--- src/rtl/cvt_clk_pkg.sv ---
// Package: shared types and the rate-period computation for the converter
// clock control block. Assumes callers pass nonzero clock and divisor values.
package cvt_clk_pkg;

    typedef struct packed {
        logic [2:0] rsv;      // must stay zero
        logic       clk_dis;  // gate the clock output pin
        logic       clk_div;  // halve the master clock
        logic       clk_hi;   // clock range select
        logic [1:0] fsel;     // filter code
    } cvt_cfg_t;

    localparam cvt_cfg_t CFG_RESET = 8'h05;

    // Word rate in words per second for a 3-bit rate code {clk_hi, fsel}
    function automatic int unsigned code_rate(input logic [2:0] code);
        case (code)
            3'd0:    return 20;
            3'd1:    return 25;
            3'd2:    return 100;
            3'd3:    return 200;
            3'd4:    return 50;
            3'd5:    return 60;
            3'd6:    return 250;
            default: return 500;
        endcase
    endfunction

    // Period in internal ticks for a code, never below one tick
    function automatic int unsigned rate_period(input logic [2:0] code,
                                                input int unsigned hi_hz,
                                                input int unsigned lo_hz,
                                                input int unsigned div);
        int unsigned f;
        int unsigned p;
        f = code[2] ? hi_hz : lo_hz;
        p = f / (code_rate(code) * div);
        return (p == 0) ? 1 : p;
    endfunction

endpackage

--- src/rtl/cvt_cfg_reg.sv ---
// Module: clock-control register with the reserved-bit check and the sticky
// recalibration request. Assumes writes are single-cycle strobes.
module cvt_cfg_reg
    import cvt_clk_pkg::*;
(
    input  logic     clk_i,
    input  logic     rst_ni,
    input  logic     wr_i,
    input  cvt_cfg_t wdata_i,
    input  logic     ack_i,
    output cvt_cfg_t cfg_o,
    output logic     rate_chg_o,
    output logic     recal_o,
    output logic     err_o
);
    cvt_cfg_t cfg_q;
    logic     recal_q;
    logic     err_q;
    logic     legal;

    // Decode whether the write is accepted and whether it touches the rate bits
    always_comb begin
        legal      = wr_i && (wdata_i.rsv == 3'b000);
        rate_chg_o = legal && ({wdata_i.clk_hi, wdata_i.fsel} != {cfg_q.clk_hi, cfg_q.fsel});
    end

    // Store accepted writes and flag rejected ones for one cycle
    always_ff @(posedge clk_i) begin
        if (!rst_ni) begin
            cfg_q <= CFG_RESET;
            err_q <= 1'b0;
        end else begin
            err_q <= wr_i && (wdata_i.rsv != 3'b000);
            if (legal) cfg_q <= wdata_i;
        end
    end

    // Sticky recalibration request, with a set winning over an acknowledge
    always_ff @(posedge clk_i) begin
        if (!rst_ni)         recal_q <= 1'b0;
        else if (rate_chg_o) recal_q <= 1'b1;
        else if (ack_i)      recal_q <= 1'b0;
    end

    assign cfg_o   = cfg_q;
    assign recal_o = recal_q;
    assign err_o   = err_q;
endmodule

--- src/rtl/cvt_clk_gen.sv ---
// Module: forms the internal clock as an enable tick on the master clock,
// optionally halved, and gates the clock output pin. Assumes that in
// oscillator mode a gated pin stops the internal clock.
module cvt_clk_gen (
    input  logic clk_i,
    input  logic rst_ni,
    input  logic osc_mode_i,
    input  logic clk_dis_i,
    input  logic clk_div_i,
    output logic mclk_out_o,
    output logic tick_o
);
    logic ph_q;
    logic run;

    // Decide whether the internal clock runs and when it ticks
    always_comb begin
        run    = !(osc_mode_i && clk_dis_i);
        tick_o = run && (!clk_div_i || ph_q);
    end

    // Phase toggle used for the divide-by-two
    always_ff @(posedge clk_i) begin
        if (!rst_ni)  ph_q <= 1'b0;
        else if (run) ph_q <= ~ph_q;
    end

    assign mclk_out_o = clk_i & ~clk_dis_i;
endmodule

--- src/rtl/cvt_rate_timer.sv ---
// Module: counts internal ticks and emits a one-master-cycle data-ready
// pulse once per selected period. Assumes every table period is at least 1.
module cvt_rate_timer
    import cvt_clk_pkg::*;
#(
    parameter int unsigned CLK_HI_HZ = 2457600,
    parameter int unsigned CLK_LO_HZ = 1000000,
    parameter int unsigned RATE_DIV  = 1,
    parameter int unsigned CNT_W     = 20,
    parameter int unsigned N_CODES   = 8
) (
    input  logic       clk_i,
    input  logic       rst_ni,
    input  logic       tick_i,
    input  logic       restart_i,
    input  logic [2:0] code_i,
    output logic       drdy_o
);
    logic [CNT_W-1:0] per_tab [N_CODES];
    logic [CNT_W-1:0] cnt_q;
    logic [CNT_W-1:0] last;
    logic             drdy_q;

    // One constant period entry per rate code
    for (genvar g = 0; g < N_CODES; g++) begin : g_per
        assign per_tab[g] = CNT_W'(rate_period(3'(g), CLK_HI_HZ, CLK_LO_HZ, RATE_DIV));
    end

    // Terminal count for the current code
    assign last = per_tab[code_i] - CNT_W'(1);

    // Advance the counter on ticks, restart on rate change, pulse at wrap
    always_ff @(posedge clk_i) begin
        if (!rst_ni) begin
            cnt_q  <= '0;
            drdy_q <= 1'b0;
        end else begin
            drdy_q <= 1'b0;
            if (restart_i) begin
                cnt_q <= '0;
            end else if (tick_i) begin
                if (cnt_q >= last) begin
                    cnt_q  <= '0;
                    drdy_q <= 1'b1;
                end else begin
                    cnt_q <= cnt_q + CNT_W'(1);
                end
            end
        end
    end

    assign drdy_o = drdy_q;
endmodule

--- src/rtl/cvt_clk_ctrl.sv ---
// Module: top of the converter clock control and rate timer. Ties the
// register, clock former and rate timer together. Assumes one master clock
// domain and a synchronous active-low reset.
module cvt_clk_ctrl
    import cvt_clk_pkg::*;
#(
    parameter int unsigned CLK_HI_HZ = 2457600,
    parameter int unsigned CLK_LO_HZ = 1000000,
    parameter int unsigned RATE_DIV  = 1,
    parameter int unsigned CNT_W     = 20
) (
    input  logic       clk_i,
    input  logic       rst_ni,
    input  logic       osc_mode_i,
    input  logic       reg_wr_i,
    input  logic [7:0] reg_wdata_i,
    output logic [7:0] reg_rdata_o,
    input  logic       recal_ack_i,
    output logic       mclk_out_o,
    output logic       drdy_o,
    output logic       recal_req_o,
    output logic       cfg_err_o
);
    cvt_cfg_t cfg;
    logic     rate_chg;
    logic     tick;

    cvt_cfg_reg u_reg (
        .clk_i      (clk_i),
        .rst_ni     (rst_ni),
        .wr_i       (reg_wr_i),
        .wdata_i    (cvt_cfg_t'(reg_wdata_i)),
        .ack_i      (recal_ack_i),
        .cfg_o      (cfg),
        .rate_chg_o (rate_chg),
        .recal_o    (recal_req_o),
        .err_o      (cfg_err_o)
    );

    cvt_clk_gen u_gen (
        .clk_i      (clk_i),
        .rst_ni     (rst_ni),
        .osc_mode_i (osc_mode_i),
        .clk_dis_i  (cfg.clk_dis),
        .clk_div_i  (cfg.clk_div),
        .mclk_out_o (mclk_out_o),
        .tick_o     (tick)
    );

    cvt_rate_timer #(
        .CLK_HI_HZ (CLK_HI_HZ),
        .CLK_LO_HZ (CLK_LO_HZ),
        .RATE_DIV  (RATE_DIV),
        .CNT_W     (CNT_W)
    ) u_timer (
        .clk_i     (clk_i),
        .rst_ni    (rst_ni),
        .tick_i    (tick),
        .restart_i (rate_chg),
        .code_i    ({cfg.clk_hi, cfg.fsel}),
        .drdy_o    (drdy_o)
    );

    assign reg_rdata_o = cfg;
endmodule

--- config.mk ---
export PLATFORM = sky130hd
export DESIGN_NAME = cvt_clk_ctrl
export DESIGN_NICKNAME = d
export VERILOG_FILES = /design/src/rtl/cvt_clk_pkg.sv /design/src/rtl/cvt_cfg_reg.sv /design/src/rtl/cvt_clk_gen.sv /design/src/rtl/cvt_rate_timer.sv /design/src/rtl/cvt_clk_ctrl.sv
export SDC_FILE = /design/constraint.sdc
export NUM_CORES = 1
export LEC_CHECK = 0
export ABC_CLOCK_PERIOD_IN_PS = 10650
export BUFFER_PORTS_ARGS = -buffer_cell sky130_fd_sc_hd__buf_2
export CAP_MARGIN = 20
export CORE_MARGIN = 2
export CORE_UTILIZATION = 35
export CTS_CLUSTER_SIZE = 14
export DETAILED_ROUTE_END_ITERATION = 12
export SYNTH_ARGS = -nofsm -noshare
export SYNTH_HDL_FRONTEND = slang
export SYNTH_HIERARCHICAL = 1
export SYNTH_SLANG_ARGS = --single-unit
export TNS_END_PERCENT = 5
--- constraint.sdc ---
create_clock -name clk_i -period 10.65 [get_ports clk_i]
set_input_delay 0.5325 -clock clk_i [delete_from_list [all_inputs] [get_ports clk_i]]
set_output_delay 0.5325 -clock clk_i [all_outputs]
set_load 0.01 [all_outputs]
==> impl_metrics.json <==
{
  "netlist_area_sq_um": 2200,
  "synth_compound_area_frac": 0.129,
  "routabilityCongestion": 0.807,
  "use_met2": 0.207,
  "setup-violations-final": 0,
  "regArea_sq_um": 641,
  "yosys.area_share.simple": 0.258,
  "required_ns": 10.12,
  "grt_pass1_wl_um": 7890,
  "grt_pass1_vias": 1774,
  "hold_violations": 0,
  "finalPower_mw": 0.305,
  "p_leak_nw": 1.15,
  "path_clk_slew_ns": 0.07,
  "nets": 315,
  "drv_cap": 0,
  "die_w_um": 83.3,
  "hold-path-cell-count": 3,
  "syn-num-nets": 290,
  "worstSetupPathType": "clock port to primary output",
  "first_pass_iters": 4,
  "fp.dieH_um": 83.3,
  "skew_ns": 0.00726,
  "synthTopCellsByArea": "dfxtp_1 (29%), ha_1 (14%), xor2_1 (5.6%)",
  "die_area_sq_um": 6930,
  "drtIter0Drc": 52,
  "grt_usage": 0.141,
  "antenna_cells": 0,
  "drc": 0,
  "max-slew-margin-rel": 0.331,
  "io_pins": 25,
  "cp_max_fo": 2,
  "io_buffers": 24,
  "use_met3": 0.0398,
  "reg2reg_depth": 13,
  "p_per_area_nw_per_um2": 122,
  "synthesis.yosys.warnings": 6,
  "fin_area_sq_um": 2510,
  "irDropWorstVdd_v": 0.0000947,
  "reg2reg_slack_ns": 6.39,
  "clkLatencyLatePin_ns": 0.39,
  "grt_util_met1": 0.190,
  "synth_top_cell_by_area": "dfxtp_1",
  "hold_buffers": 0,
  "min_from": "reg_wdata_i[0]",
  "fin_tns_setup_ns": 0,
  "outcome": "finished, final reports clean",
  "grt_overflow": 0,
  "synth_commonest_cells": "dfxtp_1 (32), nor2_1 (25), ha_1 (24)",
  "initial_utilization": 0.367,
  "min_path_type": "input pin to flip-flop",
  "vias_per_cell": 5.19,
  "fillers": 607,
  "synth_cells": 253,
  "vias": 1836,
  "wl_per_cell_um": 12.9,
  "worstMarginPinSlew_ns": 0.995,
  "grt_max_degree": 31,
  "std_cell_rows": 28,
  "synthFlopType": "dfxtp_1",
  "top_usage_layer": "met2",
  "avgSynthCellArea_sq_um": 8.69,
  "start_kind": "clock port",
  "synthXorXnorAreaFrac": 0.104,
  "crit_arrival_ns": 5.83,
  "min_to": "u_reg/cfg_o[0]$_SDFFE_PN1P_",
  "ys_ff_latch": 32,
  "placed_area_sq_um": 2360,
  "synth.most_common_cell": "dfxtp_1",
  "drt.antenna.violating_nets": 0,
  "cts_tree": "yes",
  "ys_seq_area_frac": 0.291,
  "multi_input_area_sq_um": 1480,
  "synth_edf_count": 0,
  "post-cts-setup-buffers": 0,
  "syn_to_final_growth_pct": 14.2,
  "synthAdderAreaFrac": 0.137,
  "async_reset_ff_frac": 0,
  "cts_resized": 0,
  "routed_wl_um": 4560,
  "antenna_found_initial": 0,
  "drv_slew": 0,
  "synth_top_family_by_area": "simple AND/OR/NAND/NOR gates",
  "drive_above_1_share": 0.183,
  "reg2reg_to": "u_timer/cnt_q[11]$_SDFFE_PP0P_",
  "yosys.area.top_type_share": 0.291,
  "rsz0062_at_grt": "no",
  "dp_hpwl_um": 3340,
  "regToRegStartpoint": "u_reg/cfg_o[0]$_SDFFE_PN1P_",
  "yosys.cell_types.count": 47,
  "synthMuxAreaShare": 0.0455,
  "core_sq_um": 5990,
  "crit_path_end_kind": "primary output"
}
cells by family after synthesis:
kind of cell             count (synthesis)
AND/OR/NAND/NOR                        103
AO/OA/AOI/OAI                           41
flip-flops                              32
XOR/XNOR                                26
adder cells (fa/ha/maj)                 24
buffers and inverters                   17
multiplexers                            10
placed cells by master, fill, tap and decap left out, types with 4 or more instances in the layout:
cell type	n
a21oi_1	12
and3_1	5
buf_2	24
clkbuf_8	8
dfxtp_1	32
ha_1	24
inv_1	8
mux2i_1	10
nand2_1	21
nand3_1	6
nand4_1	7
nor2_1	25
nor2b_1	4
nor3_1	10
o21a_1	4
o21ai_0	12
xnor2_1	12
xor2_1	14
cell type report:
cell class | count | share of cell area
Multi-Input combinational cell | 204 | 0.588
Sequential cell | 32 | 0.255
Clock buffer | 10 | 0.0473
Timing Repair Buffer | 23 | 0.0458
Tap cell | 75 | 0.0374
Clock inverter | 2 | 0.0140
Inverter | 8 | 0.0120
metal layers:
metal  vias to the layer above  wire length [um]  share of wire
met5                         -                 0              0
met4                         0                61          0.013
met3                         7               249          0.055
met2                        51              1960           0.43
met1                       829              2290           0.50
li1                        949                 -              -
how the worst max path moves through the flow:
stage / start / to / slack [ns] / cells past startpoint
2_1_floorplan: clk_i / mclk_out_o / 4.63 / 1
3_3_place_gp: clk_i / mclk_out_o / 4.54 / 2
3_5_place_dp: clk_i / mclk_out_o / 4.54 / 2
4_1_cts: clk_i / mclk_out_o / 4.28 / 4
5_1_grt: clk_i / mclk_out_o / 4.27 / 4
6_report: clk_i / mclk_out_o / 4.29 / 4
critical path, cell delays in order:
cell and delay [ns]:
clkbuf_8 0.11, clkbuf_8 0.11, and2b_1 0.15, buf_2 0.13
state kept, by name, summed over array words and instances (netlist names):
register,cells
u_reg/err_o,1
u_reg/recal_o,1
u_timer/cnt_q,20
u_timer/drdy_o,1
u_reg/cfg_o,8
u_gen/ph_q,1
where the power goes:
part | switching, mW | leakage, nW | total [mW] | internal, mW
Clock | 0.0548 | 0.0846 | 0.152 | 0.0976
Sequential | 0.00348 | 0.259 | 0.125 | 0.122
Combinational | 0.0146 | 0.802 | 0.0278 | 0.0132
Total | 0.0729 | 1.15 | 0.305 | 0.233
metrics by stage:
step,instances,hold slack (ns),worst slack (ns),utilization
3_5_place_dp,343,0.480,4.54,0.394
2_1_floorplan,253,0.473,4.63,-
5_1_grt,354,0.396,4.27,0.419
6_report,354,0.391,4.29,0.419
4_1_cts,354,0.387,4.28,0.419
3_3_place_gp,343,0.481,4.54,0.394
(Power assumes the default switching activity.)
